`config.mk`:
```
export PLATFORM = sky130hd
export DESIGN_NAME = carrier_irq_agg
export DESIGN_NICKNAME = d
export VERILOG_FILES = /design/src/rtl/carrier_irq_pkg.sv /design/src/rtl/slot_ctrl_regs.sv /design/src/rtl/irq_status_track.sv /design/src/rtl/host_line_drive.sv /design/src/rtl/carrier_irq_agg.sv
export SDC_FILE = /design/constraint.sdc
export NUM_CORES = 1
export LEC_CHECK = 0
export CAP_MARGIN = 20
export CORE_UTILIZATION = 30
export DETAILED_ROUTE_END_ITERATION = 16
export HOLD_SLACK_MARGIN = 0.12
export MAX_ROUTING_LAYER = met4
export SETUP_SLACK_MARGIN = 0.2
export SYNTH_ARGS = -nofsm -noshare
export SYNTH_HDL_FRONTEND = slang
export SYNTH_SLANG_ARGS = --single-unit
```
`constraint.sdc`:
```
create_clock -name clk -period 2.8 [get_ports clk]
set_clock_uncertainty 0.1 [all_clocks]
set_input_delay 0.56 -clock clk [delete_from_list [all_inputs] [get_ports clk]]
set_output_delay 0.56 -clock clk [all_outputs]
set_load 0.005 [all_outputs]
```
`src/rtl/carrier_irq_pkg.sv`:
```
package carrier_irq_pkg;
  localparam int unsigned INTS_PER_SLOT = 2;
  localparam int unsigned CTRL_W        = 8;
  localparam int unsigned REG_W         = 16;
  localparam int unsigned ADDR_W        = 8;
  localparam int unsigned AOFS_W        = 6;
  // control byte layout: edge selects, then enables, per request line
  localparam int unsigned EDGE_LSB      = 4;
  localparam int unsigned ENA_LSB       = EDGE_LSB + INTS_PER_SLOT;
  localparam int unsigned CTRL_BASE     = 2;
endpackage

```
`src/rtl/slot_ctrl_regs.sv`:
```
module slot_ctrl_regs
  import carrier_irq_pkg::*;
#(
  parameter int unsigned NSLOT = 4
) (
  input  logic                              clk,
  input  logic                              rst_n,
  input  logic                              wr,
  input  logic [ADDR_W-1:0]                 addr,
  input  logic [CTRL_W-1:0]                 wdata,
  output logic [NSLOT-1:0][CTRL_W-1:0]      ctrl_o
);
  for (genvar s = 0; s < NSLOT; s++) begin : g_slot
    localparam logic [ADDR_W-1:0] MY_OFS = ADDR_W'(CTRL_BASE + 2 * s);
    always_ff @(posedge clk or negedge rst_n) begin
      if (!rst_n)
        ctrl_o[s] <= '0;
      else if (wr && addr == MY_OFS)
        ctrl_o[s] <= wdata;
    end
  end
endmodule

```
`src/rtl/irq_status_track.sv`:
```
module irq_status_track
  import carrier_irq_pkg::*;
#(
  parameter int unsigned NSLOT = 4,
  localparam int unsigned NB   = NSLOT * INTS_PER_SLOT,
  localparam int unsigned SW   = (NSLOT > 1) ? $clog2(NSLOT) : 1
) (
  input  logic                         clk,
  input  logic                         rst_n,
  input  logic [NSLOT-1:0][CTRL_W-1:0] ctrl,
  input  logic [NB-1:0]                mod_irq,
  input  logic [NB-1:0]                clr,
  input  logic                         ack_rd,
  input  logic [SW-1:0]                ack_slot,
  input  logic [AOFS_W-1:0]            ack_off,
  output logic [NB-1:0]                irq_seen_o,
  output logic [NB-1:0]                status_o,
  output logic [NB-1:0]                status_d_o,
  output logic [NB-1:0]                lvl_mask_o,
  output logic [NB-1:0]                fire_o
);
  logic [NB-1:0] irq_q, st_q, st_d;

  always_ff @(posedge clk or negedge rst_n) begin
    if (!rst_n) begin
      irq_q <= '0;
      st_q  <= '0;
    end else begin
      irq_q <= mod_irq;
      st_q  <= st_d;
    end
  end

  for (genvar i = 0; i < NB; i++) begin : g_bit
    localparam int unsigned S = i / INTS_PER_SLOT;
    localparam int unsigned N = i % INTS_PER_SLOT;
    logic en, edg, chg, ack_hit;
    assign en      = ctrl[S][ENA_LSB + N];
    assign edg     = ctrl[S][EDGE_LSB + N];
    assign chg     = mod_irq[i] ^ irq_q[i];
    assign ack_hit = ack_rd && (ack_slot == SW'(S)) &&
                     (ack_off == AOFS_W'(2 * N)) && !edg;
    // an enabled input event takes priority over clears in the same cycle
    assign st_d[i]       = (chg && en) ? mod_irq[i] : (st_q[i] && !clr[i] && !ack_hit);
    assign fire_o[i]     = chg && en && edg && mod_irq[i] && !st_q[i];
    assign lvl_mask_o[i] = !edg;
  end

  for (genvar s = 0; s < NSLOT; s++) begin : g_sink
    logic unused_cfg;
    assign unused_cfg = ^ctrl[s][EDGE_LSB-1:0];
  end

  assign irq_seen_o = irq_q;
  assign status_o   = st_q;
  assign status_d_o = st_d;
endmodule

```
`src/rtl/host_line_drive.sv`:
```
module host_line_drive (
  input  logic clk,
  input  logic rst_n,
  input  logic lvl_any,
  input  logic fire_any,
  output logic held_o,
  output logic pulse_o,
  output logic host_irq
);
  always_ff @(posedge clk or negedge rst_n) begin
    if (!rst_n) begin
      held_o  <= 1'b0;
      pulse_o <= 1'b0;
    end else begin
      held_o  <= lvl_any;
      pulse_o <= fire_any;
    end
  end
  assign host_irq = held_o ^ pulse_o;
endmodule

```
`src/rtl/carrier_irq_agg.sv`:
```
module carrier_irq_agg
  import carrier_irq_pkg::*;
#(
  parameter int unsigned NSLOT = 4,
  localparam int unsigned NB   = NSLOT * INTS_PER_SLOT,
  localparam int unsigned SW   = (NSLOT > 1) ? $clog2(NSLOT) : 1
) (
  input  logic              clk,
  input  logic              rst_n,
  input  logic [NB-1:0]     mod_irq,
  input  logic              reg_wr,
  input  logic              reg_rd,
  input  logic [ADDR_W-1:0] reg_addr,
  input  logic [REG_W-1:0]  reg_wdata,
  output logic [REG_W-1:0]  reg_rdata,
  input  logic              ack_rd,
  input  logic [SW-1:0]     ack_slot,
  input  logic [AOFS_W-1:0] ack_off,
  output logic              host_irq
);
  localparam logic [ADDR_W-1:0] STAT_OFS = ADDR_W'(CTRL_BASE + 2 * NSLOT + 2);

  logic [NSLOT-1:0][CTRL_W-1:0] ctrl_q;
  logic [NB-1:0] status_q, status_d, lvl_mask, fire, irq_seen, clr_vec;
  logic          held, pulse;
  logic          unused_wdata_hi;

  assign unused_wdata_hi = ^reg_wdata[REG_W-1:CTRL_W];
  assign clr_vec = (reg_wr && reg_addr == STAT_OFS) ? reg_wdata[NB-1:0] : '0;

  slot_ctrl_regs #(.NSLOT(NSLOT)) u_regs (
    .clk(clk), .rst_n(rst_n), .wr(reg_wr), .addr(reg_addr),
    .wdata(reg_wdata[CTRL_W-1:0]), .ctrl_o(ctrl_q)
  );

  irq_status_track #(.NSLOT(NSLOT)) u_track (
    .clk(clk), .rst_n(rst_n), .ctrl(ctrl_q), .mod_irq(mod_irq), .clr(clr_vec),
    .ack_rd(ack_rd), .ack_slot(ack_slot), .ack_off(ack_off),
    .irq_seen_o(irq_seen), .status_o(status_q), .status_d_o(status_d),
    .lvl_mask_o(lvl_mask), .fire_o(fire)
  );

  host_line_drive u_host (
    .clk(clk), .rst_n(rst_n), .lvl_any(|(status_d & lvl_mask)),
    .fire_any(|fire), .held_o(held), .pulse_o(pulse), .host_irq(host_irq)
  );

  always_comb begin
    reg_rdata = '0;
    if (reg_rd) begin
      if (reg_addr == STAT_OFS)
        reg_rdata[NB-1:0] = status_q;
      for (int s = 0; s < NSLOT; s++)
        if (reg_addr == ADDR_W'(CTRL_BASE + 2 * s))
          reg_rdata[CTRL_W-1:0] = ctrl_q[s];
    end
  end
endmodule

```
-- After elaboration in Yosys (flattened, before gate mapping)
Cells that the tools add are included.
Widths: inputs -> output; s select.
- flip-flop bits (word level): 50
- output and inout bits: 17
- bits of input ports: 45
- bitwise gates (word level): 10
- equal/unequal tests: 9
- multiplexer cells: 15
- reductions and logical operators: 109
- operator list (cell ; count):
    $logic_and 1x1->1 ; 73
    $mux 8 ; 7
    $logic_not 1->1 ; 32
    $eq 8x3->1 const B ; 2
    $eq 8x4->1 const B ; 2
    $reduce_or 8->1 ; 2
    $xor 1x1->1 ; 9
    $and 8x8->8 ; 1
    $eq 8x2->1 const B ; 1
    $mux 1 ; 8
    $eq 6x2->1 const B ; 1
    $logic_not 6->1 ; 1
    $eq 2x2->1 const B ; 2
    $eq 2x1->1 const B ; 1
    $logic_not 2->1 ; 1

-- Logic depth before layout (Yosys ltp)
Gate-level depths: netlist of run 1.
- depth in word-level cells: 9
- gate-level depth with buffers: 8

-- By module
Synthesis of run 1 repeated with hierarchy kept, for this count alone.
- cell total of the unflattened synthesis: 267
- area, all modules: 2819.0 µm²
- by module, submodules not included (module ; area an instance (µm²) ; cells each ; times used ; seq. area each (µm²)):
    slot_ctrl_regs ; 1252.5 ; 73 ; 1 ; 800.8
    irq_status_track ; 929.6 ; 99 ; 1 ; 400.4
    carrier_irq_agg ; 578.1 ; 92 ; 1 ; 0.0
    host_line_drive ; 58.8 ; 3 ; 1 ; 50.0

-- Worst setup path after synthesis of run 1
Ideal clock, no wire load.
- kind: input port to output port
- start: input reg_addr[0]
- end: output reg_rdata[0]
- path buffers: 1
- data arrival time: 2.039 ns
- slack: 0.101 ns
- stages on the path: 6
- data required time: 2.140 ns
- cell sequence: or4_4 > or2_1 > buf_6 > nor3_4 > o2bb2ai_1 > and2_1
- longest elaborated chain between the ends: 7
- elaborated cells between the ends (all ways): 11
- classes of those cells: eq/ne: 5; mux: 6
- ends and longest elaborated chain (element ; RTL line ; source):
    start, declared ; carrier_irq_agg.sv:13 ; input logic [ADDR_W-1:0] reg_addr,
    $eq 8x4->1 ; carrier_irq_agg.sv:51 ; if (reg_addr == STAT_OFS)
    $mux 8 ; carrier_irq_agg.sv:51 ;
    $mux 8 (3 in series) ; carrier_irq_agg.sv:54 ; if (reg_addr == ADDR_W'(CTRL_BASE + 2 * s))
    $mux 8 * ; carrier_irq_agg.sv:54 ;
    $mux 8 * ; carrier_irq_agg.sv:50 ; if (reg_rd) begin
    end, declared ; carrier_irq_agg.sv:15 ; output logic [REG_W-1:0] reg_rdata,
Every way passes the cells marked *; elsewhere a longest branch is shown, timed or not.

-- Final worst setup path of run 1
- start: input reg_addr[6]
- end: output reg_rdata[7]
Same word-level chain as after synthesis.

==> impl_metrics.toml, run 1 <==
[cts]
cts-root-buf = "sky130_fd_sc_hd__clkbuf_8"
clockBufferDepth = 2
clk_transition_reported_paths_ns = 0.09
cts-htree-levels = 2
clock_tree_from_tritoncts = "yes"
clk_latency_ns = 0.30
cts-buffers-inserted = 5
cts-hold-fix-buffers = 0
cts.sink_count = 50

[routing]
violation_count_after_the_first_detailed_routing_iteration = 108
finalWirelength_um = 7400
detailroute.via_count = 2268
post_drt_via_cell_ratio = 5.20
post_drt_wl_per_cell_um = 17.0
drt.antenna.violating_nets = 0
tritonroute_pass_1_iters = 4
post-route-drc-count = 0

[timing]
postLayoutSetupSlackWorst_ns = -0.0845
timing.final.hold_violations = 0
grt_setup_unrepaired = "yes"
achievable-frequency_ghz = 0.347
max_slew.worst_pin.slew_ns = 0.808
finalHoldWorstSlack_ns = 0.241
finalCritPeriodShare = 1.03
setup_viol_count_final = 5
max_transition_viols_final = 0
final_period_minus_worst_setup_slack_ns = 2.88
worst_rel_slew_slack = 0.447

[yosys]
synth_area_leaders = "sky130_fd_sc_hd__dfrtp_1 45%, sky130_fd_sc_hd__mux2_2 13%, sky130_fd_sc_hd__o2bb2ai_1 5.0%"
ys.flop_type = "sky130_fd_sc_hd__dfrtp_1"
synth-async-reset-ratio = 1.00
post_synthesis_sequential_area_ratio = 0.447
yosys_warnings = 0
synth_seq_cells = 50
yosysTopAreaCellShare = 0.447
syn_inst = 255
synthesis.area_mm2 = 0.00280
synth_enable_flop_cells = 0
post_synthesis_cell_type_with_the_largest_combined_area = "sky130_fd_sc_hd__dfrtp_1"
post_synth_num_cell_types = 44
avgSynthCellArea_um2 = 11.0

[floorplanning]
dieWidth_um = 98.6
initial_utilization = 0.315
fp.dieH_um = 98.6
boundaryPins = 62
rows = 34
die_area_mm2 = 0.00972
core-area_mm2 = 0.00889

[global_routing]
grt_pass1_vias = 2397
gr-total-overflow = 0
grt_use_total = 0.170
grt_pass1_wl_um = 12500
antenna_found_initial = 0
grt_start_max_net_pins = 51

[setup_path]
path_max_fanout = 3
critical_path_class = "in2out"
endpoint_kind = "output pin"
timing.critical_path.arrival_ns = 2.22
required_ns = 2.14
crit_path_start_kind = "input port"
r2r_cells = 5

[finish]
antenna_cells_inserted = 0
flow.area_growth_from_synthesis_pct = 30.7
layout-drive-gt1-share = 0.299
most-common-layout-cells = "50 x sky130_fd_sc_hd__dfrtp_1, 32 x sky130_fd_sc_hd__mux2_2, 31 x sky130_fd_sc_hd__clkdlybuf4s50_1"
multi_input_comb_area_mm2 = 0.00146
layout.core_utilization = 0.411
layout_commonest_cell = "sky130_fd_sc_hd__dfrtp_1"
final.fill_count = 849
seq_area_mm2 = 0.00125
finish.net_count = 373
finish.cell_count_without_fillers = 436

[place]
gpl.final_weighted_congestion = 0.780
post-place-cells = 423
hpwl_um = 5540
port_buffers = 45

[power]
power.density_cell_area_mw_per_mm2 = 462
ir_drop_uv = 193
leakagePower_uw = 0.00161

[run_status]
status = "complete, but fails checks"
violations_in_the_final_reports = "setup timing"

[worst_hold_path]
hold_class = "in2async"

[job]
timing.max_cap.violations = 0
[through the flow]
stage	instance area (um^2)	total power [uW]	setup TNS, ns	setup WS, ns
global placement	3490	1190	-7.70	-0.640
finish	3660	1690	-0.354	-0.0845
detailed placement	3490	1200	-8.17	-0.668
floorplan	2830	1030	0	0.147
global route	3660	1780	-0.835	-0.141
CTS	3640	1700	-0.792	-0.147
[routing by layer]
layer / vias up / track usage / wire length [um]
met5: - / - / 0
met4: 0 / 0.0425 / 82
met3: 9 / 0.0284 / 254
met2: 53 / 0.275 / 3540
met1: 1119 / 0.222 / 3520
li1: 1087 / - / -
[logic make-up (layout without fill, tap and decap cells)]
group,Yosys count,after routing,synth area share
buffers and inverters,29,95,0.0545
AO/OA/AOI/OAI,56,56,0.154
AND/OR/NAND/NOR,70,70,0.158
multiplexers,40,40,0.157
XOR/XNOR,9,9,0.0282
flip-flops,50,50,0.447
other,1,8,0.00134
[power by group]
part           internal, uW  switching [uW]  total, uW
logic                   181             157        338
registers               788            61.2        849
clock network           263             240        503
total                  1230             458       1690
[worst max-delay path: stages]
cell and delay (ns):
sky130_fd_sc_hd__buf_6 0.09, sky130_fd_sc_hd__or4_4 0.52, sky130_fd_sc_hd__or2_4 0.26, sky130_fd_sc_hd__nor3_4 0.13, sky130_fd_sc_hd__buf_4 0.14, sky130_fd_sc_hd__buf_6 0.10
sky130_fd_sc_hd__buf_6 0.10, sky130_fd_sc_hd__o2bb2ai_2 0.09, sky130_fd_sc_hd__and2_1 0.13, sky130_fd_sc_hd__buf_2 0.10
[worst paths after layout]
check	start	endpoint	slack [ns]
worst max-delay path	reg_addr[6]	reg_rdata[7]	-0.08
worst min register to register	u_regs.ctrl_o[9]	u_regs.ctrl_o[9]	0.41
worst min-delay path	rst_n	u_track.status_o[6]	0.24
worst max register to register	u_track.irq_seen_o[3]	u_host.held_o	1.06
max in group asynchronous	rst_n	u_track.status_o[5]	1.90
min in group clk	u_regs.ctrl_o[9]	u_regs.ctrl_o[9]	0.41
[cells in the mapped netlist, drive strengths merged (8+ instances only)]
cell     count
a22oi        8
and2         8
buf         15
dfrtp       50
inv         11
mux2        32
mux2i        8
nand2       11
nand3b      10
nor3        11
o21ai        8
o2bb2ai     16
[timing repair]
action / CTS / global route
pin swaps: 3 / 4
setup endpoints to repair: 16 / 9
buffers inserted: 6 / 0
resized for setup: 55 / 3
[sequential cells by signal (all words and copies together) (netlist names)]
name / flops
u_host.held_o: 1
u_host.pulse_o: 1
u_track.status_o: 8
u_regs.ctrl_o: 32
u_track.irq_seen_o: 8
[layout make-up]
| class | instances | share of cell area |
|---|---|---|
| Clock buffer | 5 | 0.0188 |
| Clock inverter | 2 | 0.0106 |
| Inverter | 11 | 0.0113 |
| Multi-Input combinational cell | 183 | 0.400 |
| Sequential cell | 50 | 0.342 |
| Tap cell | 108 | 0.0369 |
| Timing Repair Buffer | 77 | 0.181 |
Note: power is estimated with default switching activity, not from simulation.
==> run 2: changes to the inputs <==
--- a/config.mk
+++ b/config.mk
@@ -8,9 +8,10 @@
 export CAP_MARGIN = 20
 export CORE_UTILIZATION = 30
 export DETAILED_ROUTE_END_ITERATION = 16
+export DONT_BUFFER_PORTS = 1
 export HOLD_SLACK_MARGIN = 0.12
-export MAX_ROUTING_LAYER = met4
 export SETUP_SLACK_MARGIN = 0.2
+export SLEW_MARGIN = 20
 export SYNTH_ARGS = -nofsm -noshare
 export SYNTH_HDL_FRONTEND = slang
 export SYNTH_SLANG_ARGS = --single-unit
==> run 2 against run 1 <==
The flow now finishes without violations. Wire length down 4.8%. Fmax is 11% higher. Count of clock-buffer cells in the layout up 1. Global-route usage down 1.7 points. Combinational power shrank 30%. Sequential share of layout area increased by 6.1 points. Die area did not move. Clock power is 11% lower. Sequential cell count unchanged. First-iteration DRC count is 22% lower. Via count fell by 11%. Largest cell class unchanged. Largest power group unchanged.
==> impl_metrics.toml, run 2 (synthesized netlist as in run 1, its figures left out) <==
[run_status]
status = "completed"

[setup_path]
reg2reg_from = "u_track.irq_seen_o[3]"
endpoint_kind = "output pin"
critPathMaxStageDelay_ns = 0.51
required_ns = 2.14
crit_chain = "or4_4 > or2_4 > nor3_4 > buf_6 > o2bb2ai_1 > and2_1"
r2r_cells = 5
crit_path_start_kind = "input port"
critical_path_class = "in2out"
setup.reg_to_reg.worst_slack_ns = 1.12
slowest_stage_cell_crit_path = "sky130_fd_sc_hd__or4_4"
path_max_fanout = 5
critical_path.top_delay_family = "simple AND/OR/NAND/NOR gates"
crit-reg2reg-capture = "u_host.held_o"
critical_path_buf_inv_count = 1
timing.critical_path.arrival_ns = 1.93

[timing]
setup_viol_count_final = 0
max_slew.worst_pin.slew_ns = 0.686
grt_setup_unrepaired = "yes"
finalHoldWorstSlack_ns = 0.172
worst_rel_slew_slack = 0.531
achievable-frequency_ghz = 0.386
final_period_minus_worst_setup_slack_ns = 2.59
finalCritPeriodShare = 0.925
timing.final.hold_violations = 0
max_transition_viols_final = 0
setup_total_negative_slack_ns = 0

[floorplanning]
fp.dieH_um = 98.6
die_area_mm2 = 0.00972
initial_utilization = 0.315
rows = 34
boundaryPins = 62
dieWidth_um = 98.6
core-area_mm2 = 0.00889

[cts]
cts-root-buf = "sky130_fd_sc_hd__clkbuf_8"
cts-htree-levels = 2
clockBufferDepth = 2
clock_tree_from_tritoncts = "yes"
cts.sink_count = 50
cts-buffers-inserted = 5
clk_transition_reported_paths_ns = 0.09
clk_latency_ns = 0.30

[global_routing]
grt_use_total = 0.153
top_usage_layer = "met2"
gr-usage-met2 = 0.252
grt_pass1_vias = 2121
groute.layer.met1.usage = 0.185
grt.met3_usage = 0.0532
grt_start_max_net_pins = 51
gr-total-overflow = 0
antenna_found_initial = 0
grt_pass1_wl_um = 11300

[power]
power.density_cell_area_mw_per_mm2 = 493
ir_drop_uv = 220
leakagePower_uw = 0.00131

[routing]
detailroute.via_count = 2028
post-route-drc-count = 0
tritonroute_pass_1_iters = 4
violation_count_after_the_first_detailed_routing_iteration = 84
finalWirelength_um = 7040
post_drt_via_cell_ratio = 5.42
post_drt_wl_per_cell_um = 18.8
drt.antenna.violating_nets = 0

[finish]
most-common-layout-cells = "50 x sky130_fd_sc_hd__dfrtp_1, 32 x sky130_fd_sc_hd__mux2_2, 16 x sky130_fd_sc_hd__o2bb2ai_1"
antenna_cells_inserted = 0
layout_commonest_cell = "sky130_fd_sc_hd__dfrtp_1"
flow.area_growth_from_synthesis_pct = 10.8
max_flop_register = "u_regs.ctrl_o"
finish.net_count = 310
layout-drive-gt1-share = 0.244
largest_register_ffs = 32
final_design_area_no_fill_mm2 = 0.00310

[place]
placed_area_mm2 = 0.00294
hpwl_um = 5250
gpl.final_weighted_congestion = 0.834
port_buffers = 0

[worst_hold_path]
hold_crit_endpoint = "u_track.irq_seen_o[6]"
worstHoldStart = "mod_irq[6]"
hold_class = "in2reg"
hold_depth = 0

[job]
timing.max_cap.violations = 0
-- run 2: changes by cell type in the layout (fill, tap and decap cells not counted), sizes merged --
| cell | previous run | this run |
|---|---|---|
| clkdlybuf4s15 | 1 | 0 |
| clkbuf | 5 | 6 |
| dlygate4sd3 | 0 | 1 |
| buf | 44 | 13 |
| clkinvlp | 0 | 1 |
| clkdlybuf4s50 | 31 | 0 |
| bufinv | 1 | 0 |
| dlygate4sd2 | 1 | 0 |
-- run 2: worst max-delay path by stage --
| stage | start | end | depth (start not counted) |
|---|---|---|---|
| after floorplan | reg_addr[0] | reg_rdata[0] | 6 |
| after global placement | reg_addr[0] | reg_rdata[5] | 6 |
| after detailed placement | reg_addr[0] | reg_rdata[7] | 6 |
| after CTS | reg_addr[0] | reg_rdata[7] | 6 |
| after global routing | reg_addr[0] | reg_rdata[7] | 6 |
| final | reg_addr[0] | reg_rdata[7] | 6 |
-- run 2: area by class of cell --
class	count	area [um^2]
Timing Repair Buffer	14	148
Multi-Input combinational cell	183	1430
Sequential cell	50	1250
Clock buffer	6	82.6
Inverter	11	41.3
Clock inverter	2	12.5
Fill cell	889	5790
Tap cell	108	135
-- run 2: repair_timing --
action	4_1_cts	5_1_grt
setup buffers	0	1
endpoints found under the hold margin	50	0
resized for setup	1	5
endpoints found under the setup margin	4	8
hold buffers	2	0
-- run 2: power by group --
part	leakage, uW	switching (uW)	internal, uW
clock network	0.0000472	248	199
logic	0.000605	118	120
registers	0.000662	56.2	788
-- run 2: through the flow --
step	std cells	setup WS, ns	util	power [uW]
2_1_floorplan	262	0.147	-	1030
3_3_place_gp	363	0.199	0.331	1070
3_5_place_dp	363	0.187	0.331	1080
4_1_cts	373	0.206	0.346	1540
5_1_grt	374	0.165	0.349	1610
6_report	374	0.210	0.349	1530
-- run 2: metal layers --
metal  vias up  part of all wire
met5         -                 0
met4         0             0.026
met3        16             0.077
met2        73              0.47
met1       981              0.43
li1        958                 -
